[src/rtl/mat_pkg.sv]
package mat_pkg;
  localparam int MAC_W = 48;
  localparam int DB_W  = 6;
  localparam int ST_W  = 4;
  localparam int REG_W = 16;
  localparam int RA_W  = 3;

  typedef enum logic [2:0] {
    OP_NOP          = 3'd0,
    OP_FLUSH_ALL    = 3'd1,
    OP_FLUSH_NS     = 3'd2,
    OP_LOAD         = 3'd3,
    OP_NEXT         = 3'd4,
    OP_FLUSH_ALL_DB = 3'd5,
    OP_FLUSH_NS_DB  = 3'd6,
    OP_RSVD         = 3'd7
  } op_e;

  localparam logic [RA_W-1:0] A_OP   = 3'd0;
  localparam logic [RA_W-1:0] A_DATA = 3'd1;
  localparam logic [RA_W-1:0] A_MAC0 = 3'd2;
  localparam logic [RA_W-1:0] A_MAC1 = 3'd3;
  localparam logic [RA_W-1:0] A_MAC2 = 3'd4;

  localparam logic [ST_W-1:0] ST_EMPTY  = 4'h0;
  localparam logic [ST_W-1:0] ST_STATIC = 4'hF;
endpackage

[src/rtl/mat_store.sv]
module mat_store #(
  parameter int W     = 64,
  parameter int DEPTH = 16,
  localparam int IW   = $clog2(DEPTH)
) (
  input  logic          clk,
  input  logic          rst,
  input  logic          we,
  input  logic [IW-1:0] waddr,
  input  logic          wvalid,
  input  logic [W-1:0]  wdata,
  input  logic [IW-1:0] raddr,
  output logic          rvalid,
  output logic [W-1:0]  rdata
);
  // Entry payload in a plain memory (no reset), valid flags in flops.
  logic [W-1:0]     mem [DEPTH];
  logic [DEPTH-1:0] vld;

  always_ff @(posedge clk) begin
    if (we) mem[waddr] <= wdata;
  end

  always_ff @(posedge clk) begin
    if (rst) vld <= '0;
    else if (we) vld[waddr] <= wvalid;
  end

  assign rdata  = mem[raddr];
  assign rvalid = vld[raddr];
endmodule

[src/rtl/mat_regs.sv]
module mat_regs
  import mat_pkg::*;
#(
  parameter int NPORTS = 8
) (
  input  logic              clk,
  input  logic              rst,
  input  logic              wr_en,
  input  logic [RA_W-1:0]   wr_addr,
  input  logic [REG_W-1:0]  wr_data,
  input  logic [RA_W-1:0]   rd_addr,
  output logic [REG_W-1:0]  rd_data,
  input  logic              eng_done,
  input  logic              res_we,
  input  logic [MAC_W-1:0]  res_mac,
  input  logic [ST_W-1:0]   res_state,
  input  logic              res_trunk,
  input  logic [NPORTS-1:0] res_pv,
  output logic              busy,
  output logic              go,
  output logic [2:0]        cmd_op,
  output logic [DB_W-1:0]   cmd_db,
  output logic [MAC_W-1:0]  cmd_mac,
  output logic [ST_W-1:0]   cmd_state,
  output logic              cmd_trunk,
  output logic [NPORTS-1:0] cmd_pv
);
  logic             op_ok;
  logic [REG_W-1:0] op_word, data_word, rd_mux;

  assign op_ok = (wr_data[14:12] != OP_NOP) && (wr_data[14:12] != OP_RSVD);

  always_ff @(posedge clk) begin
    if (rst) begin
      busy      <= 1'b0;
      go        <= 1'b0;
      cmd_op    <= '0;
      cmd_db    <= '0;
      cmd_mac   <= '0;
      cmd_state <= '0;
      cmd_trunk <= 1'b0;
      cmd_pv    <= '0;
    end else begin
      go <= 1'b0;
      if (eng_done) busy <= 1'b0;
      if (res_we) begin
        cmd_mac   <= res_mac;
        cmd_state <= res_state;
        cmd_trunk <= res_trunk;
        cmd_pv    <= res_pv;
      end
      if (wr_en && !busy) begin
        case (wr_addr)
          A_OP: begin
            cmd_op <= wr_data[14:12];
            cmd_db <= {wr_data[9:8], wr_data[3:0]};
            if (wr_data[15] && op_ok) begin
              busy <= 1'b1;
              go   <= 1'b1;
            end
          end
          A_DATA: begin
            cmd_state <= wr_data[3:0];
            cmd_pv    <= wr_data[4 +: NPORTS];
            cmd_trunk <= wr_data[15];
          end
          A_MAC0:  cmd_mac[47:32] <= wr_data;
          A_MAC1:  cmd_mac[31:16] <= wr_data;
          A_MAC2:  cmd_mac[15:0]  <= wr_data;
          default: ;
        endcase
      end
    end
  end

  always_comb begin
    op_word        = '0;
    op_word[15]    = busy;
    op_word[14:12] = cmd_op;
    op_word[9:8]   = cmd_db[5:4];
    op_word[3:0]   = cmd_db[3:0];
    data_word              = '0;
    data_word[3:0]         = cmd_state;
    data_word[4 +: NPORTS] = cmd_pv;
    data_word[15]          = cmd_trunk;
    case (rd_addr)
      A_OP:    rd_mux = op_word;
      A_DATA:  rd_mux = data_word;
      A_MAC0:  rd_mux = cmd_mac[47:32];
      A_MAC1:  rd_mux = cmd_mac[31:16];
      A_MAC2:  rd_mux = cmd_mac[15:0];
      default: rd_mux = '0;
    endcase
  end

  always_ff @(posedge clk) begin
    if (rst) rd_data <= '0;
    else     rd_data <= rd_mux;
  end
endmodule

[src/rtl/mat_engine.sv]
module mat_engine
  import mat_pkg::*;
#(
  parameter int DEPTH  = 16,
  parameter int NPORTS = 8,
  localparam int IW    = $clog2(DEPTH),
  localparam int EW    = DB_W + MAC_W + ST_W + 1 + NPORTS,
  localparam int MVW   = NPORTS / 2
) (
  input  logic              clk,
  input  logic              rst,
  input  logic              go,
  input  logic [2:0]        cmd_op,
  input  logic [DB_W-1:0]   cmd_db,
  input  logic [MAC_W-1:0]  cmd_mac,
  input  logic [ST_W-1:0]   cmd_state,
  input  logic              cmd_trunk,
  input  logic [NPORTS-1:0] cmd_pv,
  output logic [IW-1:0]     st_raddr,
  input  logic              st_rvalid,
  input  logic [EW-1:0]     st_rdata,
  output logic              st_we,
  output logic [IW-1:0]     st_waddr,
  output logic              st_wvalid,
  output logic [EW-1:0]     st_wdata,
  output logic              done,
  output logic              res_we,
  output logic [MAC_W-1:0]  res_mac,
  output logic [ST_W-1:0]   res_state,
  output logic              res_trunk,
  output logic [NPORTS-1:0] res_pv
);
  typedef enum logic [1:0] {E_IDLE, E_SCAN, E_DONE} phase_e;

  phase_e           phase;
  logic [IW-1:0]    idx, match_idx, free_idx, best_idx;
  logic             match_hit, free_hit, best_hit;
  logic [MAC_W-1:0] best_mac;

  // Fields of the entry currently presented by the store.
  logic [DB_W-1:0]   e_db;
  logic [MAC_W-1:0]  e_mac;
  logic [ST_W-1:0]   e_state;
  logic              e_trunk;
  logic [NPORTS-1:0] e_pv;

  assign e_db    = st_rdata[EW-1 -: DB_W];
  assign e_mac   = st_rdata[NPORTS+1+ST_W +: MAC_W];
  assign e_state = st_rdata[NPORTS+1 +: ST_W];
  assign e_trunk = st_rdata[NPORTS];
  assign e_pv    = st_rdata[NPORTS-1:0];

  // Command decode.
  logic is_load, is_next, is_flush, db_only, ns_only;
  assign is_load  = (cmd_op == OP_LOAD);
  assign is_next  = (cmd_op == OP_NEXT);
  assign db_only  = (cmd_op == OP_FLUSH_ALL_DB) || (cmd_op == OP_FLUSH_NS_DB);
  assign ns_only  = (cmd_op == OP_FLUSH_NS) || (cmd_op == OP_FLUSH_NS_DB);
  assign is_flush = db_only || ns_only || (cmd_op == OP_FLUSH_ALL);

  // Move port arguments packed into the command port vector.
  logic [MVW-1:0]    mv_from, mv_to;
  logic [NPORTS-1:0] from_oh, to_oh, mv_new;
  assign mv_from = cmd_pv[MVW-1:0];
  assign mv_to   = cmd_pv[2*MVW-1:MVW];
  assign from_oh = {{(NPORTS-1){1'b0}}, 1'b1} << mv_from;
  assign to_oh   = (mv_to == {MVW{1'b1}}) ? '0 : ({{(NPORTS-1){1'b0}}, 1'b1} << mv_to);
  assign mv_new  = (e_pv & ~from_oh) | to_oh;

  // Per-entry flush/move action.
  logic          sel, fl_we, fl_wvalid;
  logic [EW-1:0] fl_wdata;
  always_comb begin
    sel = st_rvalid && (!db_only || e_db == cmd_db) && (!ns_only || e_state != ST_STATIC);
    fl_we     = 1'b0;
    fl_wvalid = 1'b0;
    fl_wdata  = st_rdata;
    if (sel && cmd_state == ST_EMPTY) begin
      fl_we = 1'b1;
    end else if (sel && cmd_state == ST_STATIC && (e_pv & from_oh) != '0) begin
      fl_we     = 1'b1;
      fl_wvalid = (mv_new != '0);
      fl_wdata  = {e_db, e_mac, e_state, e_trunk, mv_new};
    end
  end

  // Load commit decision.
  logic          ld_we, ld_wvalid;
  logic [IW-1:0] ld_idx;
  always_comb begin
    ld_we     = 1'b0;
    ld_wvalid = 1'b0;
    ld_idx    = match_idx;
    if (cmd_state == ST_EMPTY) begin
      ld_we = match_hit;
    end else if (match_hit) begin
      ld_we     = 1'b1;
      ld_wvalid = 1'b1;
    end else if (free_hit) begin
      ld_we     = 1'b1;
      ld_wvalid = 1'b1;
      ld_idx    = free_idx;
    end
  end

  logic key_hit, next_cand;
  assign key_hit   = st_rvalid && e_db == cmd_db && e_mac == cmd_mac;
  assign next_cand = st_rvalid && e_db == cmd_db &&
                     (cmd_mac == {MAC_W{1'b1}} || e_mac > cmd_mac) &&
                     (!best_hit || e_mac < best_mac);

  always_ff @(posedge clk) begin
    if (rst) begin
      phase     <= E_IDLE;
      idx       <= '0;
      match_hit <= 1'b0;
      free_hit  <= 1'b0;
      best_hit  <= 1'b0;
      match_idx <= '0;
      free_idx  <= '0;
      best_idx  <= '0;
      best_mac  <= '0;
    end else begin
      case (phase)
        E_IDLE: if (go) begin
          phase     <= E_SCAN;
          idx       <= '0;
          match_hit <= 1'b0;
          free_hit  <= 1'b0;
          best_hit  <= 1'b0;
        end
        E_SCAN: begin
          if (key_hit) begin
            match_hit <= 1'b1;
            match_idx <= idx;
          end
          if (!st_rvalid && !free_hit) begin
            free_hit <= 1'b1;
            free_idx <= idx;
          end
          if (next_cand) begin
            best_hit <= 1'b1;
            best_idx <= idx;
            best_mac <= e_mac;
          end
          if (idx == IW'(DEPTH - 1)) phase <= E_DONE;
          else                       idx   <= idx + 1'b1;
        end
        default: phase <= E_IDLE;
      endcase
    end
  end

  assign done      = (phase == E_DONE);
  assign st_raddr  = done ? best_idx : idx;
  assign st_we     = (phase == E_SCAN && is_flush && fl_we) || (done && is_load && ld_we);
  assign st_waddr  = done ? ld_idx : idx;
  assign st_wvalid = done ? ld_wvalid : fl_wvalid;
  assign st_wdata  = done ? {cmd_db, cmd_mac, cmd_state, cmd_trunk, cmd_pv} : fl_wdata;

  assign res_we    = done && is_next;
  assign res_mac   = best_hit ? e_mac   : {MAC_W{1'b1}};
  assign res_state = best_hit ? e_state : ST_EMPTY;
  assign res_trunk = best_hit && e_trunk;
  assign res_pv    = best_hit ? e_pv    : '0;
endmodule

[src/rtl/mac_table_engine.sv]
module mac_table_engine
  import mat_pkg::*;
#(
  parameter int DEPTH  = 16,
  parameter int NPORTS = 8
) (
  input  logic              clk,
  input  logic              rst,
  input  logic              wr_en,
  input  logic [RA_W-1:0]   wr_addr,
  input  logic [REG_W-1:0]  wr_data,
  input  logic [RA_W-1:0]   rd_addr,
  output logic [REG_W-1:0]  rd_data,
  output logic              busy
);
  localparam int IW = $clog2(DEPTH);
  localparam int EW = DB_W + MAC_W + ST_W + 1 + NPORTS;

  logic              go, eng_done, res_we, res_trunk, cmd_trunk;
  logic [2:0]        cmd_op;
  logic [DB_W-1:0]   cmd_db;
  logic [MAC_W-1:0]  cmd_mac, res_mac;
  logic [ST_W-1:0]   cmd_state, res_state;
  logic [NPORTS-1:0] cmd_pv, res_pv;
  logic [IW-1:0]     st_raddr, st_waddr;
  logic              st_rvalid, st_we, st_wvalid;
  logic [EW-1:0]     st_rdata, st_wdata;

  mat_regs #(.NPORTS(NPORTS)) regs_i (
    .clk, .rst, .wr_en, .wr_addr, .wr_data, .rd_addr, .rd_data,
    .eng_done, .res_we, .res_mac, .res_state, .res_trunk, .res_pv,
    .busy, .go, .cmd_op, .cmd_db, .cmd_mac, .cmd_state, .cmd_trunk, .cmd_pv
  );

  mat_engine #(.DEPTH(DEPTH), .NPORTS(NPORTS)) eng_i (
    .clk, .rst, .go, .cmd_op, .cmd_db, .cmd_mac, .cmd_state, .cmd_trunk, .cmd_pv,
    .st_raddr, .st_rvalid, .st_rdata, .st_we, .st_waddr, .st_wvalid, .st_wdata,
    .done(eng_done), .res_we, .res_mac, .res_state, .res_trunk, .res_pv
  );

  mat_store #(.W(EW), .DEPTH(DEPTH)) store_i (
    .clk, .rst, .we(st_we), .waddr(st_waddr), .wvalid(st_wvalid), .wdata(st_wdata),
    .raddr(st_raddr), .rvalid(st_rvalid), .rdata(st_rdata)
  );
endmodule

[config.mk]
export PLATFORM = sky130hd
export DESIGN_NAME = mac_table_engine
export DESIGN_NICKNAME = d
export VERILOG_FILES = /design/src/rtl/mat_pkg.sv /design/src/rtl/mat_store.sv /design/src/rtl/mat_regs.sv /design/src/rtl/mat_engine.sv /design/src/rtl/mac_table_engine.sv
export SDC_FILE = /design/constraint.sdc
export NUM_CORES = 2
export LEC_CHECK = 0
export BUFFER_PORTS_ARGS = -buffer_cell sky130_fd_sc_hd__buf_4
export CORE_ASPECT_RATIO = 0.8
export CORE_MARGIN = 2
export CORE_UTILIZATION = 62
export CTS_CLUSTER_DIAMETER = 150
export DETAILED_ROUTE_END_ITERATION = 10
export PLACE_DENSITY = 0.78
export SYNTH_ARGS = -nofsm -noshare
export SYNTH_HDL_FRONTEND = slang
export SYNTH_SLANG_ARGS = --single-unit
export TNS_END_PERCENT = 5
[constraint.sdc]
create_clock -name clk -period 7.2 [get_ports clk]
set_clock_uncertainty 0.1 [all_clocks]
set_input_delay 1.44 -clock clk [delete_from_list [all_inputs] [get_ports clk]]
set_output_delay 1.44 -clock clk [all_outputs]
set_load 0.1 [all_outputs]
* Yosys cells after proc, flatten, opt, wreduce, memory -nomap -nowiden *
Memory sizes are Yosys's and may differ from the RTL's.
Index checks and enable logic that the tools add are counted.

operators by class
  $add $sub $neg = 1
  $lt $le $gt $ge = 5
  equal/unequal tests = 30
  shift-type cells = 2
  multiplexer cells = 61
  bitwise operators = 6
  reduce and logical (&&, ||, !) cells = 53

operators with widths
  kind                                                                   count
  48-bit two-way mux                                                     3
  16-bit one-hot mux with 5 select lines                                 1
  67-bit two-way mux                                                     1
  8-bit two-way mux                                                      7
  48-bit equality test                                                   1
  48-bit equality test, second input constant                            1
  48-bit > comparator                                                    1
  48-bit < comparator                                                    1
  16-bit two-way mux                                                     3
  4-bit two-way mux                                                      11
  1-bit two-way mux                                                      25
  1-bit logical AND                                                      20
  3-bit by 2-bit equality test with 1-bit output, second input constant  6
  8-bit bitwise AND                                                      2
  16-bit bitwise mux                                                     1
  8-bit nonzero test                                                     2
  1-bit by 4-bit << shifter with 8-bit output, first input constant      2
  3-bit equality test, second input constant                             5
  4-bit equality test, second input constant                             3
  3-bit AND reduction                                                    4
  4-bit by 5-bit < comparator with 1-bit output, second input constant   2
  2-bit AND reduction                                                    5
  3-bit by 1-bit equality test with 1-bit output, second input constant  3
  1-bit logical OR                                                       9
  other kinds (25)                                                       39

storage, ports and cells
  register bits = 173
  RAM bits = 1072
  input port bits = 25
  output and inout bits = 17
  logic and storage cells = 178
  memories kept = 1

memory list
  name         words  bits a word  rd ports  clocked after Yosys merged registers in  wr ports  RTL line         source
  store_i.mem  16     67           1         0                                        1         mat_store.sv:17  logic [W-1:0] mem [DEPTH];

* Logic depth before layout (Yosys ltp) *
An unclocked memory read counts as a cell.

  word-level depth = 15
  gate-level depth with buffers = 25
  mapped depth without buffers = 17

* Modules after synthesis *
Synthesis repeated with hierarchy kept, for this count alone.

unflattened totals
  cell total of the unflattened synthesis = 3178
  area total of the unflattened synthesis = 52131.2 um2

by module, submodules not included
  module      times used  cells an instance  area each (um2)  seq. area each (um2)
  mat_store   1           1746               40820.4          32511.2
  mat_engine  1           1000               7277.0           1381.3
  mat_regs    1           432                4033.9           1761.7

* Least setup slack after synthesis *
No wires, ideal clock.

  path type = flip-flop to flip-flop
  start = register eng_i.phase[1]
  end = register eng_i.best_idx[3]
  setup time = 0.070 ns
  data arrival time = 5.676 ns
  required time = 7.030 ns
  setup slack = 1.354 ns
  cell stages (with the launch flop) = 25
  buffers on the path = 8
  clock period less this slack = 5.846 ns
  path through = dfxtp_1 buf_6 nor2b_2 buf_6 o21ai_4 buf_4 buf_2 buf_2 buf_2 buf_2 mux4_2 nand2_1 a31oi_1 ha_1 a21o_1 a21o_1 a21o_1 a21o_1 a211o_1 a211oi_1 a2111oi_0 a2111oi_2 clkbuf_1 nand3_1 a21oi_1

between the ends
  longest elaborated chain between the ends = 8
  elaborated cells on any way between the ends = 15
  classes of those cells = order compare: 2; eq/ne: 3; mux: 3; reduce/logical: 6; memory: 1

RTL lines
  element                            RTL line           source
  start, declared                    mat_engine.sv:35   phase_e phase;
  start signal, assigned             mat_engine.sv:114  phase <= E_IDLE;
  start signal, assigned             mat_engine.sv:126  phase <= E_SCAN;
  start signal, assigned             mat_engine.sv:146  if (idx == IW'(DEPTH - 1)) phase <= E_DONE;
  2-bit equality test (*)            mat_engine.sv:154  assign done = (phase == E_DONE);
  4-bit two-way mux (*)              mat_engine.sv:155  assign st_raddr = done ? best_idx : idx;
  memory 16 x 67 bit (*)             -
  net eng_i.fl_wdata[22]             mat_engine.sv:72   logic [EW-1:0] fl_wdata;
  48-bit > comparator                mat_engine.sv:109  (cmd_mac == {MAC_W{1'b1}} || e_mac > cmd_mac) &&
  1-bit logical OR                   mat_engine.sv:109
  1-bit logical AND                  mat_engine.sv:108  assign next_cand = st_rvalid && e_db == cmd_db &&
  1-bit logical AND (*)              mat_engine.sv:109
  2-bit AND reduction (no line) (*)  -
  end signal, assigned               mat_engine.sv:143  best_idx <= idx;
  end, declared                      mat_engine.sv:36   logic [IW-1:0] idx, match_idx, free_idx, best_idx;

The timed path passes the listed nets; every way through them passes the cells marked *. The select of a mux whose other input is x is not followed.
A chain may end at the register's enable or synchronous reset.

* Worst setup path after layout *
  start = register eng_i.idx[0]
  end = register eng_i.best_mac[46]

between the ends
  longest elaborated chain between the ends = 7
  elaborated cells on any way between the ends = 13
  classes of those cells = order compare: 2; eq/ne: 1; mux: 3; reduce/logical: 6; memory: 1

RTL lines
  element                            RTL line           source
  start, declared                    mat_engine.sv:36
  start signal, assigned             mat_engine.sv:147  else idx <= idx + 1'b1;
  4-bit two-way mux (*)              mat_engine.sv:155
  memory 16 x 67 bit (*)             -
  net eng_i.fl_wdata[43]             mat_engine.sv:72
  48-bit > comparator                mat_engine.sv:109
  1-bit logical OR                   mat_engine.sv:109
  1-bit logical AND                  mat_engine.sv:108
  1-bit logical AND (*)              mat_engine.sv:109
  2-bit AND reduction (no line) (*)  -
  end signal, assigned               mat_engine.sv:144  best_mac <= e_mac;
  end, declared                      mat_engine.sv:38   logic [MAC_W-1:0] best_mac;

Marked as above.

==> qor.csv <==
metric,value,unit
status,finished clean,
Most used DFF post-synth,edfxtp_1,
"Clk pin slew, worst setup/hold paths",70,ps
Setup Viol. Count Final,0,
cts-stage hold buffer count,0,
H-tree depth,3,
RePlAce Congestion,1.01,
first-pass GRT wire length,227000,microns
"Distinct cells, synth",94,
final WL,154000,microns
hold slack,363,ps
register bit total from synthesis,1245,
largest net degree at the start of global routing,76,
post-synthesis async set-or-reset flop share,0,
Synth Net Count,3834,
clk_lat worst skew,710,ps
Mapped Cells,3713,
fin. max-slew vios,0,
Post-synth top cells,"edfxtp_1, nand2_1, mux4_2",
Place WS,802,ps
Worst Max-Slew Pin Slew,1330,ps
via count,35502,
post-route insts no fill,5065,
Hold Fails Final Rpt,0,
top-area cell type share of the netlist area,0.598,
cell mode on critical path,buf_4,
IO Port Bufs,41,
HP Class,reg -> reg,
TritonCTS clock tree,done,
Setup TNS Final,0,ps
Synth area leaders,"edfxtp_1, mux4_2, dfxtp_1",
startpoint types,flop,
vias per cell,7.01,
most common cell in the netlist,edfxtp_1,
worst rel slew slack,0.112,
Setup Buffers After CTS,0,
Yosys warnings,0,
CP arrival,7080,ps
clock sinks,1245,
"Max stage delay cell, worst path",a2111oi_4,
PD cells,231,nW/um^2
Syn Area/Cell,14.5,sq um
LEAKAGE,19.9,nW
crit end category,flop,
P&R area growth vs syn,11.8,%
worst endpoint required time,7730,ps
wire per inst,30.4,microns
die height,268,microns
I/O pins,42,
DRT iter0 DRCs,5924,
FP Rows,96,
final instance area,60200,sq um
CTS Root Cell,clkbuf_16,
setup ws final,647,ps
number of routed nets with antenna violations,0,
total congestion overflow,0,
period utilization,0.910,
post-CTS resize count,0,
vias in the first global route,34212,
critical path class,reg -> reg,
DRC Markers,0,
Initial Util,0.627,
Post-Place Cells,4843,
GRT Resource Usage Total,0.348,
Mapped Area,53900,sq um
Detailed Place HPWL,95400,microns
Slowest Stage Delay on Critical Path,830,ps
sequential area share after synthesis,0.662,
"EDFF count, synth",1072,
initial antenna violation count,9,
RSZ-0062 raised after global routing,false,
cells along the critical path,inv_2 -> o21ai_4 -> buf_12 -> buf_4 -> mux4_2 -> nand2_1 -> and3_1 -> a31oi_1 -> buf_4 -> ha_1 -> nand3_1 -> nor4_1 -> o21ai_0 -> o221ai_1 -> o211ai_1 -> nand4b_1 -> nor3_1 -> a2111oi_4 -> buf_4 -> nand3_1 -> a21oi_1,
Placed Area,56500,sq um
top cell type by total area after synthesis,edfxtp_1,
CP Max Fanout,50,
drt first pass iters,9,
fraction of layout cells with a size suffix above 1,0.176,
core footprint,85900,sq um
Die ar.,89200,sq um
Bufs on Longest Clock Path,3,
Max Cap Viol,0,
Final min period,6550,ps
Fmax,0.153,GHz
# nets final,3955,
CTS buffer count,116,
Die Span X,334,microns
maximum vdd drop,0.311,mV
## registers in the layout, indices dropped and copies added, names as in the netlist, 2 cells and up
| register | count |
|---|---|
| eng_i.best_mac | 48 |
| eng_i.free_idx | 4 |
| eng_i.match_idx | 4 |
| regs_i.cmd_pv | 8 |
| regs_i.cmd_mac | 48 |
| eng_i.phase | 2 |
| regs_i.cmd_db | 6 |
| regs_i.cmd_op | 3 |
| eng_i.idx | 4 |
| regs_i.rd_data | 16 |
| store_i.vld | 16 |
| regs_i.cmd_state | 4 |
| eng_i.best_idx | 4 |
| store_i.mem | 1072 |
## metrics by stage
step / utilization / power (W)
2_1_floorplan: - / 0.00797
3_3_place_gp: 0.658 / 0.00804
3_5_place_dp: 0.658 / 0.00804
4_1_cts: 0.701 / 0.0139
5_1_grt: 0.701 / 0.0142
6_report: 0.701 / 0.0139
## cells by family after synthesis
group,Yosys count,share of synthesized area
multiplexers,376,0.119
flip-flops,1245,0.662
AND/OR/NAND/NOR,900,0.0764
adder cells (fa/ha/maj),96,0.0223
AO/OA/AOI/OAI,699,0.0886
buffers and inverters,389,0.0307
XOR/XNOR,8,0.00130
## routing by layer
metal,GRT usage,wire (microns),share of wire
met2,0.508,67600,0.44
met3,0.0958,21600,0.14
met1,0.512,59800,0.39
met4,0.115,4940,0.032
met5,0,52,0.00034
## worst paths after layout
path | startpoint | endpoint | slack, ps | cells past startpoint
setup reg to reg | eng_i.idx[0]$_SDFFE_PP0P_ | eng_i.best_mac[46]$_SDFFE_PP0P_ | 650 | 21
setup / recovery | eng_i.idx[0]$_SDFFE_PP0P_ | eng_i.best_mac[46]$_SDFFE_PP0P_ | 650 | 21
hold reg to reg | store_i.vld[8]$_SDFFE_PP0P_ | store_i.vld[8]$_SDFFE_PP0P_ | 360 | 2
hold / removal | store_i.vld[8]$_SDFFE_PP0P_ | store_i.vld[8]$_SDFFE_PP0P_ | 360 | 2
## worst max-delay path: cells and delay by family (launching register included)
kind / cells / cell delay (ps)
AO/OA/AOI/OAI: 7 / 2040
buffers and inverters: 5 / 1530
AND/OR/NAND/NOR: 7 / 1260
flip-flops: 1 / 580
multiplexers: 1 / 540
adder cells (fa/ha/maj): 1 / 340
## report_power, final
group | internal [W] | switching, W | leakage [nW]
clock | 0.00334 | 0.00269 | 1.81
combinational | 0.0000429 | 0.000109 | 7.04
sequential | 0.00772 | 0.0000217 | 11.0
total | 0.0111 | 0.00282 | 19.9
## cell usage in the layout, fill, tap and decap left out, types with 9 or more instances in the layout
cell       count
clkinv_2      26
o21ai_0       98
mux2i_1      156
nor3_1        29
a2111oi_0     21
o22ai_1        9
clkinv_1      19
o211ai_1      34
a222oi_1      10
inv_1        133
nor4_1        18
a211oi_1      48
nand2_1      430
a31oi_1       55
o21ai_1       42
o211a_1       14
and3_1        56
nand3_1       98
o32ai_1       13
nand4_1       41
nand2b_1      11
ha_1          96
mux2_2         9
a221oi_1      13
mux4_2       209
o221ai_1      49
inv_4         16
buf_4        209
a21o_1        33
o21a_1         9
nor2_1       157
edfxtp_1    1072
a21oi_1      159
clkbuf_1      29
buf_12        31
clkbuf_16    119
a22oi_1       23
dfxtp_1      171
nor2b_1       12
## layout make-up
| class | count | area [sq um] |
|---|---|---|
| Sequential cell | 1245 | 35700 |
| Fill cell | 5470 | 25700 |
| Timing Repair Buffer | 240 | 2190 |
| Antenna cell | 4 | 10.0 |
| Clock inverter | 65 | 544 |
| Inverter | 152 | 611 |
| Clock buffer | 153 | 3160 |
| Tap cell | 1127 | 1410 |
| Multi-Input combinational cell | 2079 | 16600 |
(Power assumes the default switching activity.)
